[src/rtl/sbsram_pkg.sv]
`timescale 1ns/1ps
package sbsram_pkg;

  typedef enum logic [1:0] {
    ACC_NONE  = 2'd0,
    ACC_READ  = 2'd1,
    ACC_WRITE = 2'd2
  } acc_e;

  function automatic int lane_count(input int word_w);
    return (word_w == 18) ? 2 : 4;
  endfunction

endpackage

[src/rtl/sbsram_burst_seq.sv]
`timescale 1ns/1ps
module sbsram_burst_seq #(
  parameter int ADDR_W       = 6,
  parameter bit LINEAR_ORDER = 1'b0
) (
  input  logic              clk_i,
  input  logic              rst_ni,
  input  logic              load_i,
  input  logic              step_i,
  input  logic [ADDR_W-1:0] addr_i,
  output logic [ADDR_W-1:0] acc_addr_o,
  output logic [1:0]        cnt_o
);

  logic [ADDR_W-1:0] base_q, base_d;
  logic [1:0]        cnt_q, cnt_d;
  logic [1:0]        low_bits;

  always_comb begin
    base_d = base_q;
    cnt_d  = cnt_q;
    if (load_i) begin
      base_d = addr_i;
      cnt_d  = 2'd0;
    end else if (step_i) begin
      cnt_d = cnt_q + 2'd1;
    end
  end

  always_ff @(posedge clk_i or negedge rst_ni) begin
    if (!rst_ni) begin
      base_q <= '0;
      cnt_q  <= '0;
    end else begin
      base_q <= base_d;
      cnt_q  <= cnt_d;
    end
  end

  // address of the access taken at this edge
  generate
    if (LINEAR_ORDER) begin : g_linear
      assign low_bits = base_d[1:0] + cnt_d;
    end else begin : g_interleave
      assign low_bits = base_d[1:0] ^ cnt_d;
    end
  endgenerate

  assign acc_addr_o = {base_d[ADDR_W-1:2], low_bits};
  assign cnt_o      = cnt_q;

endmodule

[src/rtl/sbsram_array.sv]
`timescale 1ns/1ps
module sbsram_array #(
  parameter int ADDR_W = 6,
  parameter int WORD_W = 36,
  parameter int LANES  = 4
) (
  input  logic              clk_i,
  input  logic [LANES-1:0]  we_i,
  input  logic [ADDR_W-1:0] waddr_i,
  input  logic [WORD_W-1:0] wdata_i,
  input  logic [ADDR_W-1:0] raddr_i,
  output logic [WORD_W-1:0] rdata_o
);

  localparam int LANE_W = WORD_W / LANES;
  localparam int DEPTH  = 1 << ADDR_W;

  logic [WORD_W-1:0] mem [DEPTH];

  always_ff @(posedge clk_i) begin
    for (int l = 0; l < LANES; l++) begin
      if (we_i[l]) mem[waddr_i][l*LANE_W +: LANE_W] <= wdata_i[l*LANE_W +: LANE_W];
    end
  end

  assign rdata_o = mem[raddr_i];

endmodule

[src/rtl/sbsram_rd_path.sv]
`timescale 1ns/1ps
module sbsram_rd_path #(
  parameter int WORD_W = 36
) (
  input  logic              clk_i,
  input  logic              rst_ni,
  input  logic              pipe_i,
  input  logic              vld_i,
  input  logic [WORD_W-1:0] data_i,
  output logic              vld_o,
  output logic [WORD_W-1:0] data_o
);

  logic              vld_q;
  logic [WORD_W-1:0] data_q;

  always_ff @(posedge clk_i or negedge rst_ni) begin
    if (!rst_ni) begin
      vld_q  <= 1'b0;
      data_q <= '0;
    end else begin
      vld_q  <= vld_i;
      data_q <= data_i;
    end
  end

  assign vld_o  = pipe_i ? vld_q  : vld_i;
  assign data_o = pipe_i ? data_q : data_i;

endmodule

[src/rtl/sbsram_core.sv]
`timescale 1ns/1ps
module sbsram_core #(
  parameter int     ADDR_W       = 6,
  parameter int     WORD_W       = 36,
  parameter bit     LINEAR_ORDER = 1'b0,
  localparam int    LANES        = sbsram_pkg::lane_count(WORD_W)
) (
  input  logic              clk_i,
  input  logic              rst_ni,
  input  logic [ADDR_W-1:0] addr_i,
  input  logic              cs0_ni,
  input  logic              cs1_i,
  input  logic              cs2_ni,
  input  logic              start_i,
  input  logic              adv_i,
  input  logic [WORD_W-1:0] data_i,
  input  logic [LANES-1:0]  lane_en_i,
  input  logic              bw_en_i,
  input  logic              gw_en_i,
  input  logic              oe_i,
  input  logic              sleep_i,
  input  logic              pipe_mode_i,
  output logic [WORD_W-1:0] data_o,
  output logic              data_oe_o,
  output logic              valid_o
);
  import sbsram_pkg::*;

  logic              sel, awake, wr_req;
  logic              load, drop, step, acc_go;
  logic              active_q;
  acc_e              acc;
  logic [ADDR_W-1:0] acc_addr, rd_addr_q;
  logic [1:0]        burst_cnt;
  logic [LANES-1:0]  mem_we;
  logic              rd_q;
  logic [WORD_W-1:0] arr_rdata, path_data;
  logic              path_vld, show;

  assign sel    = !cs0_ni && cs1_i && !cs2_ni;
  assign awake  = !sleep_i;
  assign wr_req = gw_en_i || (bw_en_i && |lane_en_i);
  assign load   = awake && start_i && sel;
  assign drop   = awake && start_i && !sel;
  assign step   = awake && !start_i && active_q && adv_i;
  assign acc_go = load || (awake && !start_i && active_q);

  always_comb begin
    if (!acc_go)     acc = ACC_NONE;
    else if (wr_req) acc = ACC_WRITE;
    else             acc = ACC_READ;
  end

  always_comb begin
    mem_we = '0;
    if (acc == ACC_WRITE) mem_we = gw_en_i ? {LANES{1'b1}} : lane_en_i;
  end

  always_ff @(posedge clk_i or negedge rst_ni) begin
    if (!rst_ni) begin
      active_q  <= 1'b0;
      rd_q      <= 1'b0;
      rd_addr_q <= '0;
    end else begin
      if (load)      active_q <= 1'b1;
      else if (drop) active_q <= 1'b0;
      rd_q <= (acc == ACC_READ);
      if (acc == ACC_READ) rd_addr_q <= acc_addr;
    end
  end

  sbsram_burst_seq #(
    .ADDR_W      (ADDR_W),
    .LINEAR_ORDER(LINEAR_ORDER)
  ) u_seq (
    .clk_i     (clk_i),
    .rst_ni    (rst_ni),
    .load_i    (load),
    .step_i    (step),
    .addr_i    (addr_i),
    .acc_addr_o(acc_addr),
    .cnt_o     (burst_cnt)
  );

  sbsram_array #(
    .ADDR_W(ADDR_W),
    .WORD_W(WORD_W),
    .LANES (LANES)
  ) u_array (
    .clk_i  (clk_i),
    .we_i   (mem_we),
    .waddr_i(acc_addr),
    .wdata_i(data_i),
    .raddr_i(rd_addr_q),
    .rdata_o(arr_rdata)
  );

  sbsram_rd_path #(
    .WORD_W(WORD_W)
  ) u_rd (
    .clk_i (clk_i),
    .rst_ni(rst_ni),
    .pipe_i(pipe_mode_i),
    .vld_i (rd_q),
    .data_i(arr_rdata),
    .vld_o (path_vld),
    .data_o(path_data)
  );

  // output gate is combinational: oe and sleep need no clock
  assign show      = path_vld && oe_i && !sleep_i && rst_ni;
  assign data_oe_o = show;
  assign valid_o   = show;
  assign data_o    = show ? path_data : '0;

endmodule

[config.mk]
export PLATFORM = sky130hd
export DESIGN_NAME = sbsram_core
export DESIGN_NICKNAME = d
export VERILOG_FILES = /design/src/rtl/sbsram_pkg.sv /design/src/rtl/sbsram_burst_seq.sv /design/src/rtl/sbsram_array.sv /design/src/rtl/sbsram_rd_path.sv /design/src/rtl/sbsram_core.sv
export SDC_FILE = /design/constraint.sdc
export NUM_CORES = 2
export LEC_CHECK = 0
export BUFFER_PORTS_ARGS = -buffer_cell sky130_fd_sc_hd__clkbuf_2
export CAP_MARGIN = 10
export CORE_MARGIN = 5
export CORE_UTILIZATION = 45
export CTS_BUF_LIST = sky130_fd_sc_hd__clkbuf_2
export DETAILED_ROUTE_END_ITERATION = 6
export PLACE_DENSITY = 0.6
export REMOVE_ABC_BUFFERS = 1
export SYNTH_ARGS = -nofsm -noshare
export SYNTH_HDL_FRONTEND = slang
export SYNTH_SLANG_ARGS = --single-unit
export TNS_END_PERCENT = 10
[constraint.sdc]
create_clock -name clk_i -period 2.8 [get_ports clk_i]
set_input_delay 0.28 -clock clk_i [delete_from_list [all_inputs] [get_ports clk_i]]
set_output_delay 0.28 -clock clk_i [all_outputs]
set_load 0.005 [all_outputs]
Word-level counts from Yosys, hierarchy flattened
Memories as Yosys holds them, arrays and structs flattened.
Index checks and enable logic that the tools add are counted.
{ "classes": {"n_addsub": 1, "multipliers": 0, "n_div": 0, "n_lt_le_gt_ge": 0, "eq_ne": 2, "shift": 0, "n_mux": 20, "bitwise": 1, "n_reduce_logical": 21} }
{ "op_table": {"columns": ["operator", "n"], "rows": [
  ["$mux W36", 2],
  ["$logic_and A1 B1 Y1", 12],
  ["$mux W1", 11],
  ["$mux W2", 4],
  ["$mux W4", 2],
  ["$mux W6", 1],
  ["$logic_not A1 Y1", 5],
  ["$reduce_or A4 Y1", 1],
  ["$add A2 B1 Y2 const B", 1],
  ["$eq A2 B1 Y1 const B", 1],
  ["$eq A2 B2 Y1 const B", 1],
  ["$logic_or A1 B1 Y1", 2],
  ["$reduce_bool A2 Y1", 1],
  ["$xor A2 B2 Y2", 1]
]} }
{ "totals": {"ff_bits": 53, "latchBits": 0, "ram_bits": 2304, "rom_bits": 0, "input_bits": 58, "output_inout_bits": 38, "elab_cells": 53, "n_memories": 1} }
{ "mem_list": {"columns": ["name", "depth", "width", "rd", "rd_ports_with_merged_regs", "write_ports", "line", "text"], "rows": [
  ["u_array.mem", 64, 36, 1, 0, 1, "sbsram_array.sv:18", "logic [WORD_W-1:0] mem [DEPTH];"]
]} }

Longest topological paths before layout
{ "depth": {"word_depth": 10, "depth_mapped": 11, "ltp_nobuf": 7} }

Cells and area by module
Synthesis repeated with hierarchy kept, for this count alone.
{ "unflattened": {"cells_unflattened": 4213, "area_unflattened_um2": 91808.1} }
{ "modules_own_cells": {"columns": ["mod", "instances", "cells_each", "area_per_inst_um2", "seq_area_each_um2"], "rows": [
  ["sbsram_array", 1, 4030, 89246.8, 69186.4],
  ["sbsram_rd_path", 1, 78, 1526.5, 925.9],
  ["sbsram_core", 1, 72, 664.4, 200.2],
  ["sbsram_burst_seq", 1, 33, 370.4, 200.2]
]} }

Worst setup path after synthesis
Ideal clock, no wire load.
{ "synth_timing": {"kind": "input -> register", "from": "input start_i", "to": "memory u_array.mem[10][0] (enable)", "setup_time_ns": 0.374, "arrival_time_ns": 1.989, "t_required_ns": 2.426, "slack_ns": 0.437, "path_stages": 7, "path_buffers": 1, "path_cell_list": "and4bb_1 and2_1 xnor3_1 o21ai_2 nand3_1 clkbuf_1 nor2_1"} }
{ "synth_between": {"elab_chain_len": 9, "word_cells_on_any_way": 16, "classes_between": "1 x eq/ne; 7 x mux; 1 x bitwise; 7 x reduce/logical"} }
{ "synth_rtl": {"columns": ["item", "line", "text"], "rows": [
  ["start: declaration", "sbsram_core.sv:14", "input logic start_i,"],
  ["$logic_not A1 Y1", "sbsram_core.sv:45, sbsram_core.sv:46", null],
  ["$logic_and A1 B1 Y1 (2 in a row)", "sbsram_core.sv:45, sbsram_core.sv:46", null],
  ["$logic_or A1 B1 Y1", "sbsram_core.sv:46", "assign acc_go = load || (awake && !start_i && active_q);"],
  ["$mux W2", "sbsram_core.sv:49", "if (!acc_go) acc = ACC_NONE;"],
  ["$eq A2 B2 Y1", "sbsram_core.sv:56", "if (acc == ACC_WRITE) mem_we = gw_en_i ? {LANES{1'b1}} : lane_en_i;"],
  ["$mux W4", "sbsram_core.sv:56", null],
  ["$mux W1", "sbsram_array.sv:22", "if (we_i[l]) mem[waddr_i][l*LANE_W +: LANE_W] <= wdata_i[l*LANE_W +: LANE_W];"],
  ["$mux W1 (not written as such)", "sbsram_array.sv:22", null],
  ["end: declaration", "sbsram_array.sv:18", null]
]} }
Several ways; a longest one is shown, not always the timed one.

Final worst setup path
{ "layout_timing": {"from": "register rd_addr_q[1]", "to": "output data_o[35]"} }
{ "layout_between": {"elab_chain_len": 3} }
{ "layout_rtl": {"columns": ["item", "line", "text"], "rows": [
  ["start: declaration", "sbsram_core.sv:33", "logic [ADDR_W-1:0] acc_addr, rd_addr_q;"],
  ["start signal: assignment", "sbsram_core.sv:68", "if (acc == ACC_READ) rd_addr_q <= acc_addr;"],
  ["$mem_v2 Z64 W36", null, null],
  ["$mux W36", "sbsram_rd_path.sv:28", "assign data_o = pipe_i ? data_q : data_i;"],
  ["$mux W36", "sbsram_core.sv:114", "assign data_o = show ? path_data : '0;"],
  ["end: declaration", "sbsram_core.sv:23", "output logic [WORD_W-1:0] data_o,"]
]} }
Every way passes these cells.

==> results.txt <==
- The flow ran to the end, but the final reports show violations.
- Failing checks: DRC, setup timing
- Of all nets on the critical path, the largest fanout is 18.
* Proportion of total power due to net switching: 32.8%
* Die Y: 463 um
- XOR/XNOR Fraction of Synth Area: 0.0691%
- Instance count of the mapped netlist: 5345
- Drt drc: 2
* H-tree depth reported by CTS: 6
* Weighted congestion reported at the end of routability-driven placement: 0.863
- In this run, flip-flops and latches consume 43.8% of the power.
- CTS buffer count: 605
* Sw Pwr: 29.3 mW
- Wire length on met1: 113 mm
- For this run, the number of Yosys warnings is 0.
- Slew Limit Fails: 0
- Maximum operating frequency: 212 MHz
* Adder-Cell Fraction of Synth Area: 0%
* Ratio of final minimum period to clock period: 168%
- Leakage power figure: 41.2 nW
- Worst Clk Skew: 170 ps
* TNS Setup: -75180 ps
- Number of design-rule violations left by the first detailed-router iteration: 6039
- The worst setup path is captured at an output port.
* Root buf cell: sky130_fd_sc_hd__clkbuf_2
* Top routing layer used: met4
- Once routing completed, OpenROAD measured the worst setup slack at -1920 ps.
- After detailed routing, the number of vias per cell comes to 5.65.
- Routed met3 length: 22.8 mm
- The endpoint identified for the worst register-to-register timing path is u_array.mem[31][1].
- Count of non-filler cells in the finished layout: 10000
- STA puts the critical path data arrival time at 4440 ps.
- Worst IR Drop VDD: 0.490 mV
- Die W: 463 um
* Comb pwr share: 31.0%
- Main synth FF type: sky130_fd_sc_hd__edfxtp_1
* Synthesized area per cell: 17.3 um^2
* Internal power consumption: 60.2 mW
- In the final layout, the share of cells above drive strength 1 is 33.2%.
- Summed over all nets, the half-perimeter wirelength after detailed placement is 174 mm.
- For this block, the routed nets add up to 276 mm of wire.
- By area, the combinational part of the netlist is dominated by multiplexers.
* Kind of launch point of the worst setup path: flop
* Total Power: 89.5 mW
- Beginning of the worst hold path: sleep_i
* Clock network fraction of total power: 25.3%
* Portion of netlist area occupied by mux cells: 12.8%
- Clock-pin slew was measured on the worst setup and hold paths at 100 ps.
- Summing the sequential cell areas from Yosys gives 76.4% of the chip area.
* Setup slack of the worst register-to-register path: -210 ps
- The worst hold path belongs to the class input port to flop.
* Area of the die: 0.214 mm^2
- Setup violations remaining at the end of the flow were counted as 159.
- Number of hold violations in the final report: 0
* Vias in the first global route: 57200
- TritonCTS built the clock tree.
- Post-route antenna net violation count: 0
- The first detailed-routing pass took 7 iterations.
- The synthesized netlist devotes 4.58% of its cell area to simple gates.
- Clock latency on the worst-skew pair: 1850 ps
- In this run the power density over the cells is 788 mW/mm^2.
- Yosys reg bits: 2357
* Worst Hold Path EP: rd_addr_q[1]
* Critical path startpoint: rd_addr_q[1]
- Max Cap Violations: 0
- Time the worst path needs with I/O delays and setup: 4720 ps
- In this run, distinct cell masters in the synthesized netlist total 63.
- The first global-routing pass estimated 391 mm of wire.
- The initial antenna violation count is 10.
- Grt total ovfl: 0
- I/O Buffers: 95
- Largest net degree at the start of global routing: 65
- Mapped Area: 0.0923 mm^2
- For the pin with the worst max-slew slack, the measured transition is 1210 ps.
- The net count of the finished layout is 6984.
* Routed met2 length: 133 mm
* Relative area change from synthesis to final layout: 23.0%
- Worst setup slack after placement: -534 ps
- EDFF count, synth: 2304
- Starting density of the core: 45.2%
- Worst r2r src: active_q
- Number of cells on the worst hold path: 8
- The worst pin sits at a relative slew slack of 19.6%.
* Via count: 56700
- Async SR Flop Fraction: 2.25%
* Total GRT Usage: 24.8%
- For the worst setup path, the data required time is 2520 ps.
- Number of buffers between clock root and the deepest sink: 4
* Number of standard-cell rows in the floorplan: 166
- Setup repair after global routing could not meet its margin everywhere.
* Wire per inst: 27.5 um
* Worst R2R Path Depth: 8
* Top-level I/O count: 96
* Fraction of the mapped netlist area in compound gates: 4.31%
- In this run, placement finished with an instance count of 8723.
* Worst Path Class, Setup: flop to output port
* Core Area: 0.204 mm^2
- CTS sink cnt: 2357
[state kept, by name (all words and copies together) (netlist names)]
signal,cells
u_rd.data_q,36
u_seq.base_q,6
rd_q,1
u_seq.cnt_o,2
active_q,1
u_array.mem,2304
u_rd.vld_q,1
rd_addr_q,6
[metrics by stage]
stage	area [um^2]	hold WS [ps]	util, %
floorplan	90700	-15.6	-
global placement	103000	358	50.5
detailed placement	103000	373	50.5
CTS	112000	8.38	54.8
global route	114000	-22.6	55.6
finish	114000	122	55.6
[cells in the final DEF (no fill, tap or decap), types with 23 or more instances in the layout]
| cell type | count |
|---|---|
| sky130_fd_sc_hd__nand3_2 | 35 |
| sky130_fd_sc_hd__nor2_1 | 366 |
| sky130_fd_sc_hd__buf_16 | 23 |
| sky130_fd_sc_hd__mux2i_1 | 956 |
| sky130_fd_sc_hd__mux2_2 | 44 |
| sky130_fd_sc_hd__nand4_1 | 70 |
| sky130_fd_sc_hd__a21oi_1 | 72 |
| sky130_fd_sc_hd__dfrtp_1 | 47 |
| sky130_fd_sc_hd__o21ai_1 | 31 |
| sky130_fd_sc_hd__buf_6 | 43 |
| sky130_fd_sc_hd__o21ai_2 | 25 |
| sky130_fd_sc_hd__dlygate4sd3_1 | 159 |
| sky130_fd_sc_hd__o21ai_0 | 39 |
| sky130_fd_sc_hd__clkbuf_2 | 977 |
| sky130_fd_sc_hd__a22oi_1 | 163 |
| sky130_fd_sc_hd__inv_1 | 36 |
| sky130_fd_sc_hd__nand3_1 | 117 |
| sky130_fd_sc_hd__buf_12 | 154 |
| sky130_fd_sc_hd__nand2_1 | 180 |
| sky130_fd_sc_hd__edfxtp_1 | 2304 |
| sky130_fd_sc_hd__mux4_2 | 62 |
| sky130_fd_sc_hd__clkinv_1 | 93 |
| sky130_fd_sc_hd__o22ai_1 | 179 |
| sky130_fd_sc_hd__buf_4 | 788 |
[cells by family after synthesis]
group / count (synthesis)
buf+inv: 351
flops: 2357
xor+xnor: 4
simple gates: 928
compound gates: 617
mux: 1088
[cell type report]
type,instances,area (um^2)
Timing Repair Buffer,1288,12900
Multi-Input combinational cell,2637,21500
Clock inverter,128,657
Tap cell,2688,3360
Fill cell,16400,90800
Antenna cell,12,30.0
Clock buffer,890,4450
Inverter,37,141
Sequential cell,2357,70500
[metal layers]
layer / track usage (%) / up-vias
met5: 0 / -
met4: 7.84 / 0
met3: 4.78 / 462
met2: 40.2 / 2631
met1: 34.0 / 28900
li1: - / 24700
[cells in the mapped netlist (all sizes together), types with 2 or more instances]
| cell | instances | share of area [%] |
|---|---|---|
| or3 | 2 | 0.019 |
| a21o | 2 | 0.016 |
| o311a | 2 | 0.022 |
| a22o | 2 | 0.019 |
| nor2b | 11 | 0.075 |
| nand3 | 153 | 0.83 |
| mux4 | 66 | 1.6 |
| o21ai | 95 | 0.52 |
| mux2i | 978 | 11 |
| o31ai | 8 | 0.065 |
| or2 | 3 | 0.020 |
| nand4bb | 3 | 0.037 |
| nor2 | 390 | 1.6 |
| xnor2 | 2 | 0.019 |
| nand4 | 71 | 0.50 |
| a211oi | 26 | 0.22 |
| o22ai | 199 | 1.4 |
| nand2 | 192 | 0.78 |
| clkbuf | 89 | 0.36 |
| nor3b | 2 | 0.034 |
| inv | 37 | 0.15 |
| or4 | 2 | 0.016 |
| nand2b | 7 | 0.047 |
| o221ai | 8 | 0.076 |
| mux2 | 44 | 0.54 |
| nor4 | 34 | 0.24 |
| edfxtp | 2304 | 75 |
| and2 | 11 | 0.075 |
| nand3b | 2 | 0.016 |
| buf | 225 | 1.4 |
| o21a | 5 | 0.041 |
| a22oi | 180 | 1.5 |
| a21oi | 83 | 0.45 |
| nor3 | 34 | 0.18 |
| nand4b | 6 | 0.064 |
| dfrtp | 53 | 1.4 |
| o41ai | 4 | 0.038 |
| a31oi | 2 | 0.014 |
[critical path, stage by stage (launching register included)]
cell                       delay [ps]
sky130_fd_sc_hd__dfrtp_4          510
sky130_fd_sc_hd__buf_12           160
sky130_fd_sc_hd__buf_12           160
sky130_fd_sc_hd__buf_12           190
sky130_fd_sc_hd__buf_4            180
sky130_fd_sc_hd__buf_4            150
sky130_fd_sc_hd__mux2i_1          110
sky130_fd_sc_hd__a22oi_1          190
sky130_fd_sc_hd__nand3_1          140
sky130_fd_sc_hd__nand4_1          200
sky130_fd_sc_hd__o21ai_2          110
sky130_fd_sc_hd__o21ai_2          210
sky130_fd_sc_hd__buf_6            140
sky130_fd_sc_hd__clkbuf_2         100
[timing repair]
action	CTS	global route
cloned	10	13
buffers inserted	31	49
hold endpoints to repair	4677	0
pin swaps	51	83
resized for setup	200	196
setup endpoints to repair	142	2349
hold buffers	184	0
[power groups by stage]
stage	Sequential [mW]	Clock (mW)	Combinational, mW
floorplan	40.6	0	8.16
global placement	40.0	0	23.4
detailed placement	40.0	0	23.5
CTS	39.2	23.2	25.5
global route	39.2	25.0	28.7
finish	39.2	22.6	27.7
[worst max path at each step]
stage	cells past startpoint	end	slack (ps)
CTS	12	data_o[18]	-2100
detailed placement	10	data_o[34]	-530
global placement	10	data_o[34]	-510
global route	13	data_o[35]	-2150
finish	13	data_o[35]	-1920
floorplan	5	data_o[10]	-36160
Power figures use the tool's default switching activity.
